**src/rtl/ldst_pkg.sv**
```systemverilog
// Shared constants and decoded-control type for the parallel load-store unit.
// Assumes the extension field occupies the low byte of the instruction word.
package ldst_pkg;
    localparam int REG_IDX_W = 5;
    localparam logic [REG_IDX_W-1:0] LOAD_GROUP_BASE = 5'h18;
    localparam logic [1:0] EXT_PREFIX = 2'b10;

    typedef struct packed {
        logic       hit;      // operation recognised this cycle
        logic [1:0] dsel;     // load destination offset in the group
        logic       idx_p0;   // pointer zero steps by its index
        logic       idx_p3;   // pointer three steps by its index
        logic       acc_sel;  // accumulator supplying store data
    } ext_ctl_t;
endpackage

```
**src/rtl/ldst_decode.sv**
```systemverilog
// Decodes the extension byte into load/store controls.
// Assumes op_byte[7:6] is the family prefix and op_byte[1] must be 0;
// the enable input already folds in reset.
module ldst_decode
    import ldst_pkg::*;
(
    input  logic       enable,
    input  logic [7:0] op_byte,
    output ext_ctl_t   ctl
);
    // Field extraction and recognition of the load-store family.
    always_comb begin
        ctl.hit     = enable && (op_byte[7:6] == EXT_PREFIX) && !op_byte[1];
        ctl.dsel    = op_byte[5:4];
        ctl.idx_p0  = op_byte[2];
        ctl.idx_p3  = op_byte[3];
        ctl.acc_sel = op_byte[0];
    end
endmodule

```
**src/rtl/ldst_ptr.sv**
```systemverilog
// One address pointer with post-step by one or by an index, and a set port.
// Assumes set_en and step_en are already gated by reset; set wins over step.
module ldst_ptr #(
    parameter int ADDR_W = 16
) (
    input  logic              clk,
    input  logic              rst_n,
    input  logic              step_en,
    input  logic              use_idx,
    input  logic [ADDR_W-1:0] idx,
    input  logic              set_en,
    input  logic [ADDR_W-1:0] set_val,
    output logic [ADDR_W-1:0] q
);
    logic [ADDR_W-1:0] step_amt;

    // Choose the post-step amount.
    always_comb step_amt = use_idx ? idx : ADDR_W'(1);

    // Pointer register: reset, set, post-step, or hold.
    always_ff @(posedge clk) begin
        if (!rst_n)       q <= '0;
        else if (set_en)  q <= set_val;
        else if (step_en) q <= q + step_amt;
    end

    // a step without a set moves by one or the index, modulo 2^ADDR_W
    a_r4_r5_step: assert property (@(posedge clk) disable iff (!rst_n)
        (step_en && !set_en) |=>
        q == ADDR_W'($past(q) + ($past(use_idx) ? $past(idx) : ADDR_W'(1))));

    // a set always lands, even against a step
    a_r7_set_wins: assert property (@(posedge clk) disable iff (!rst_n)
        set_en |=> q == $past(set_val));

    // no step and no set leaves the pointer alone
    a_r1_hold: assert property (@(posedge clk) disable iff (!rst_n)
        (!step_en && !set_en) |=> $stable(q));

    // reset clears the pointer
    a_r8_reset_clear: assert property (@(posedge clk)
        !rst_n |=> q == '0);
endmodule

```
**src/rtl/ldst_agu.sv**
```systemverilog
// Parallel load-store address unit: one load through pointer three and one
// store through pointer zero per cycle, then independent post-steps.
// Assumes a single-cycle data-memory port (read data valid in the same cycle).
module ldst_agu
    import ldst_pkg::*;
#(
    parameter int DATA_W = 16,
    parameter int ADDR_W = 16
) (
    input  logic                 clk,
    input  logic                 rst_n,
    input  logic                 op_valid,
    input  logic [7:0]           op_byte,
    input  logic [DATA_W-1:0]    acc0_mid,
    input  logic [DATA_W-1:0]    acc1_mid,
    input  logic [ADDR_W-1:0]    ix0,
    input  logic [ADDR_W-1:0]    ix3,
    input  logic [1:0]           ptr_set_en,
    input  logic [ADDR_W-1:0]    ptr_set_val,
    input  logic [DATA_W-1:0]    mem_rdata,
    output logic                 mem_re,
    output logic [ADDR_W-1:0]    mem_raddr,
    output logic                 mem_we,
    output logic [ADDR_W-1:0]    mem_waddr,
    output logic [DATA_W-1:0]    mem_wdata,
    output logic                 dst_we,
    output logic [REG_IDX_W-1:0] dst_idx,
    output logic [DATA_W-1:0]    dst_data,
    output logic [ADDR_W-1:0]    ar0_q,
    output logic [ADDR_W-1:0]    ar3_q
);
    localparam int NPTR = 2;   // slot 0: pointer zero (store), slot 1: pointer three (load)

    ext_ctl_t          ctl;
    logic [ADDR_W-1:0] p_q   [NPTR];
    logic [ADDR_W-1:0] p_idx [NPTR];
    logic              p_use [NPTR];

    ldst_decode u_dec (
        .enable  (op_valid && rst_n),
        .op_byte (op_byte),
        .ctl     (ctl)
    );

    // Route each pointer slot to its index register and mode bit.
    always_comb begin
        p_idx[0] = ix0;
        p_idx[1] = ix3;
        p_use[0] = ctl.idx_p0;
        p_use[1] = ctl.idx_p3;
    end

    for (genvar i = 0; i < NPTR; i++) begin : g_ptr
        ldst_ptr #(.ADDR_W(ADDR_W)) u_ptr (
            .clk     (clk),
            .rst_n   (rst_n),
            .step_en (ctl.hit),
            .use_idx (p_use[i]),
            .idx     (p_idx[i]),
            .set_en  (ptr_set_en[i] && rst_n),
            .set_val (ptr_set_val),
            .q       (p_q[i])
        );
    end

    // Memory and register-port drive from pre-update pointer values.
    always_comb begin
        ar0_q     = p_q[0];
        ar3_q     = p_q[1];
        mem_re    = ctl.hit;
        mem_raddr = p_q[1];
        mem_we    = ctl.hit;
        mem_waddr = p_q[0];
        mem_wdata = ctl.acc_sel ? acc1_mid : acc0_mid;
        dst_we    = ctl.hit;
        dst_idx   = LOAD_GROUP_BASE + REG_IDX_W'(ctl.dsel);
        dst_data  = mem_rdata;
    end

    // a store always targets pointer zero's current value
    a_r3_store_addr: assert property (@(posedge clk) disable iff (!rst_n)
        mem_we |-> mem_waddr == ar0_q);

    // a load always reads pointer three and writes into the 0x18 group
    a_r2_load_path: assert property (@(posedge clk) disable iff (!rst_n)
        dst_we |-> (mem_raddr == ar3_q) && mem_re && (dst_idx[4:2] == 3'b110));

    // nothing issued while reset is low
    a_r8_quiet_in_reset: assert property (@(posedge clk)
        !rst_n |-> !mem_we && !dst_we && !mem_re);
endmodule

```
**config.mk**
```make
export PLATFORM = sky130hd
export DESIGN_NAME = ldst_agu
export DESIGN_NICKNAME = d
export VERILOG_FILES = /design/src/rtl/ldst_pkg.sv /design/src/rtl/ldst_decode.sv /design/src/rtl/ldst_ptr.sv /design/src/rtl/ldst_agu.sv
export SDC_FILE = /design/constraint.sdc
export NUM_CORES = 1
export LEC_CHECK = 0
export BUFFER_PORTS_ARGS = -buffer_cell sky130_fd_sc_hd__buf_4
export CELL_PAD_IN_SITES_DETAIL_PLACEMENT = 1
export CELL_PAD_IN_SITES_GLOBAL_PLACEMENT = 2
export CORE_ASPECT_RATIO = 1.75
export CORE_MARGIN = 5
export CORE_UTILIZATION = 25
export CTS_CLUSTER_DIAMETER = 50
export DETAILED_ROUTE_END_ITERATION = 16
export PLACE_DENSITY_LB_ADDON = 0.1
export RECOVER_POWER = 100
export SETUP_SLACK_MARGIN = 0.15
export SLEW_MARGIN = 40
export SYNTH_ARGS = -nofsm -noshare
export SYNTH_HDL_FRONTEND = slang
export SYNTH_SLANG_ARGS = --single-unit
```
**constraint.sdc**
```tcl
create_clock -name clk -period 3.65 [get_ports clk]
set_input_delay 0 -clock clk [delete_from_list [all_inputs] [get_ports clk]]
set_output_delay 0 -clock clk [all_outputs]
set_load 0.01 [all_outputs]
```
Word-level counts from Yosys, hierarchy flattened

Index checks and enable logic that the tools add are counted.

Magnitude comparators: 0
Bitwise logic cells: 0
Shifts and indexed selects: 0
$add $sub $neg: 3
Div/mod/pow operators: 0
$mul: 0
Muxes and demuxes: 7
Reductions and logical operators: 8
Eq/ne operators: 1

Operators by type and width:

| kind                                       | count |
|---|---|
| 2-to-1 mux 16 bit                          | 7 |
| adder 16 bit                               | 2 |
| adder 4 x 3 -> 5 bit, first input constant | 1 |
| logical AND 1 bit                          | 5 |
| nonzero test 2 bit                         | 2 |
| equality test 2 bit, second input constant | 1 |
| zero test 1 bit                            | 1 |

Bits in latches: 0
Memories kept: 0
Bits of input ports: 109
Output and inout port bits: 104
Logic and storage cells: 21
Memory bits (writable): 0
Register bits: 32
Memory bits (read-only): 0

Logic depth before layout (Yosys ltp)

Word-level depth: 5
Mapped depth: 10
Depth with buffers taken out: 10

Modules after synthesis

A second synthesis with hierarchy kept.

Cell total of the unflattened synthesis: 470
Area, all modules: 3742.3 sq um

Modules (own cells, without submodules):

| module                    | cells an instance | times used | sequential area each (sq um) | area an instance (sq um) |
|---|---|---|---|---|
| ldst_ptr (g_ptr[0].u_ptr) | 194               | 1          | 320.3                        | 1511.4 |
| ldst_ptr (g_ptr[1].u_ptr) | 194               | 1          | 320.3                        | 1507.7 |
| ldst_agu                  | 76                | 1          | 0.0                          | 673.1 |
| ldst_decode               | 6                 | 1          | 0.0                          | 50.0 |

Worst setup path after synthesis

No wires, ideal clock.

Kind: reg-to-reg
Start point: register g_ptr[1].u_ptr.q[0]
End point: register g_ptr[1].u_ptr.q[12]
Data required time: 3.529 ns
Data arrival time: 2.296 ns
Path buffers: 0
Stages on the path, launching flop included: 10
Setup slack: 1.233 ns
Period minus slack after synthesis: 2.417 ns
Setup time: 0.121 ns
Path through: dfxtp_1 ha_1 fa_1 a211oi_2 o21bai_1 a2111oi_2 nor2_1 or3_1 a21oi_1 o21ai_1

Cells in the longest elaborated chain, start to end: 3

Ends and longest elaborated chain:

| element                | line           | RTL |
|---|---|---|
| start, declared        | ldst_ptr.sv:13 | `output logic [ADDR_W-1:0] q` |
| start signal, assigned | ldst_ptr.sv:23 | `else if (set_en) q <= set_val;` |
| start signal, assigned | ldst_ptr.sv:24 | `else if (step_en) q <= q + step_amt;` |
| adder 16 bit           | ldst_ptr.sv:24 |  |
| 2-to-1 mux 16 bit      | ldst_ptr.sv:24 |  |
| 2-to-1 mux 16 bit      | ldst_ptr.sv:23 |  |

No other way between the ends. The select of a mux whose other input is x is not followed.
A chain may end at the register's enable or synchronous reset.

Worst setup path after layout

Same ends and word-level chain as after synthesis.

==> flow_metrics.py <==
metrics = {
    "status": {
        "status": "finished, final reports clean",
    },
    "clock_network": {
        "cts_tree": "yes",
        "cts-hold-fix-buffers": 6,
        "clk_pin_slew_ps": 60,
        "htreeDepth": 2,
        "cts_buffers": 5,
        "cts_buffer_depth": 2,
        "cts_sinks": 32,
        "ctsResizeCount": 0,
        "clock_tree.root_cell": "clkbuf_16",
        "cts_setup_buffers": 0,
        "clock_latency_ps": 280,
    },
    "setup_path": {
        "r2r_slack_ps": 800,
        "reg2reg_to": "g_ptr[1].u_ptr.q[12]",
        "startpoint": "g_ptr[1].u_ptr.q[0]",
        "crit_fanout": 4,
        "worstPathRequired_ps": 3810,
        "crit_type": "flip-flop to flip-flop",
        "rr_worst_depth": 9,
        "r2r-start": "g_ptr[1].u_ptr.q[0]",
        "worst_setup_path_end_kind": "flip-flop",
        "crit_end": "g_ptr[1].u_ptr.q[12]",
        "arrival_ps": 3010,
        "critPathLaunchType": "flip-flop",
    },
    "synthesis": {
        "async_reset_ff_frac": 0,
        "synth_top_area_share": 0.175,
        "syn_inst": 479,
        "synth_area_leader_cell": "dfxtp_1",
        "synth.area.top_cells": "dfxtp_1, buf_4, ha_1",
        "synth_warnings": 0,
        "synth_edf_count": 0,
        "yosys.cell_types.count": 59,
        "syn_area_um2": 3650,
        "netlist_top_cells_count": "buf_4, a21oi_1, nand2_1",
        "yosysMostFrequentCell": "buf_4",
        "syn_avg_cell_area_um2": 7.63,
        "yosys_register_bits": 32,
        "yosysSeqAreaShare": 0.175,
        "ys.flop_type": "dfxtp_1",
    },
    "cells_and_area": {
        "largest_register": "g_ptr.u_ptr.q",
        "stdcell_area_um2": 4580,
        "nets": 733,
        "finalNonFillerCells": 772,
        "reg_top3": "g_ptr.u_ptr.q: 32 flops",
        "antenna_cells": 0,
        "largest_reg_flops": 32,
        "area_delta_synth_final_pct": 25.3,
        "drive_above_1_share": 0.196,
    },
    "power_and_ir_drop": {
        "internal-power_uw": 881,
        "total_power_mw": 1.33,
        "p_leak_nw": 2.03,
        "swShare": 0.337,
        "p_seq_frac": 0.306,
        "pwr-share-clk": 0.338,
        "power_switching_uw": 449,
        "power_frac_comb": 0.356,
        "p_per_area_nw_per_um2": 290,
        "vdd_ir_drop_max_uv": 154,
    },
    "floorplan": {
        "initial_utilization": 0.254,
        "die_h_um": 170,
        "die-width_um": 101,
        "pin_count": 213,
        "core_um2": 14400,
        "rows": 58,
        "fp.dieArea_um2": 17200,
    },
    "placed_design": {
        "dp_hpwl_um": 11300,
        "place_area_um2": 4720,
        "io_buffers": 173,
        "dp.cells": 759,
        "gp_congestion": 0.827,
    },
    "routing": {
        "antenna_left": 0,
        "dr.pass1.iters": 4,
        "drtIter0Drc": 69,
        "wire_per_inst_um": 17.9,
        "viasPerCell": 5.00,
        "wl_um": 13800,
        "drc": 0,
        "num_vias": 3857,
    },
    "sta": {
        "fin_hold_ws_ps": 0.00392,
        "skew_ps": 2.97,
        "fin_crit_sh": 0.781,
        "min_period_ps": 2850,
        "clock.fmax_ghz": 0.351,
        "hold_violations": 0,
        "setup_viol": 0,
        "tns_ps": 0,
        "tightest_slew_ps": 877,
        "relSlewSlack": 0.412,
        "finalMaxSlewViolations": 0,
        "grt_setup_unrepaired": "no",
    },
    "run": {
        "maxCapViolCount": 0,
    },
    "grt": {
        "grt_max_degree": 46,
        "grt_pass1_vias": 4359,
        "antenna_found_initial": 0,
        "grt_first_pass_wirelength_um": 22000,
        "grt_usage": 0.159,
        "grt_remaining_overflow": 0,
    },
    "worst_hold_path": {
        "worstHoldPathType": "input pin to output port",
    },
}
## power groups by stage
| stage | Combinational [mW] | Sequential (mW) | Clock, mW |
|---|---|---|---|
| 6_report | 0.474 | 0.407 | 0.449 |
| 5_1_grt | 0.530 | 0.413 | 0.477 |
| 4_1_cts | 0.539 | 0.410 | 0.470 |
| 3_5_place_dp | 0.532 | 0.417 | 0 |
| 3_3_place_gp | 0.525 | 0.416 | 0 |
| 2_1_floorplan | 0.332 | 0.417 | 0 |
## critical path, stage by stage, from the launching register on
cell	delay, ps
dfxtp_1	330
ha_1	240
fa_1	430
a211oi_1	340
o21bai_1	210
a2111oi_0	450
nor2_1	160
or3_1	340
a21oi_1	140
o21ai_0	100
## cell families after synthesis
group | count (synthesis) | share of synthesized area
buffers and inverters | 83 | 0.143
AND/OR/NAND/NOR | 140 | 0.195
flip-flops | 32 | 0.175
multiplexers | 21 | 0.0630
AO/OA/AOI/OAI | 151 | 0.264
other | 2 | 0.00205
XOR/XNOR | 18 | 0.0431
adder cells (fa/ha/maj) | 32 | 0.114
## per-stage QoR
stage	setup WS, ps	util
floorplan	1230	-
CTS	997	0.343
finish	801	0.319
global route	593	0.319
detailed placement	1010	0.329
global placement	1070	0.328
## area by class of cell
cell class | count | area (um2)
fill | 1837 | 9790
multi-input combinational | 365 | 2480
timing repair buffer | 181 | 1050
sequential | 32 | 641
tap | 180 | 225
clock buffer | 7 | 153
inverter | 7 | 26.3
## layout by cell type, fill, tap and decap left out, drive strengths merged, types with 4 or more instances in the layout
| cell | synthesis | final |
|---|---|---|
| and2 | 29 | 29 |
| buf | 60 | 90 |
| nand2 | 43 | 43 |
| a31oi | 9 | 9 |
| ha | 30 | 30 |
| mux2 | 16 | 16 |
| xor2 | 6 | 6 |
| nor3b | 4 | 4 |
| a21o | 14 | 14 |
| nand3 | 8 | 8 |
| or3 | 4 | 4 |
| inv | 7 | 7 |
| dfxtp | 32 | 32 |
| o211ai | 7 | 7 |
| nor3 | 6 | 6 |
| a21oi | 49 | 49 |
| nor2 | 26 | 26 |
| xnor2 | 12 | 12 |
| a211oi | 10 | 10 |
| and3 | 8 | 8 |
| o21bai | 4 | 4 |
| o21ai | 36 | 36 |
| dlygate4sd3 | 0 | 6 |
| mux2i | 5 | 5 |
| clkbuf | 16 | 92 |
## per-layer routing
layer | wire [um] | part of all wire | track usage
met1 | 5030 | 0.36 | 0.166
met2 | 7550 | 0.55 | 0.307
met3 | 843 | 0.061 | 0.0308
met4 | 370 | 0.027 | 0.0573
met5 | 0 | 0 | 0
## worst min path at each step
stage,startpoint,endpoint,slack [ps],depth (start not counted)
2_1_floorplan,mem_rdata[0],dst_data[0],90,1
3_3_place_gp,mem_rdata[10],dst_data[10],0.07,0
3_5_place_dp,mem_rdata[10],dst_data[10],0.07,0
4_1_cts,mem_rdata[10],dst_data[10],0.07,0
5_1_grt,mem_rdata[3],dst_data[3],0.02,0
6_report,mem_rdata[0],dst_data[0],0.004,0
(Power assumes the default switching activity.)
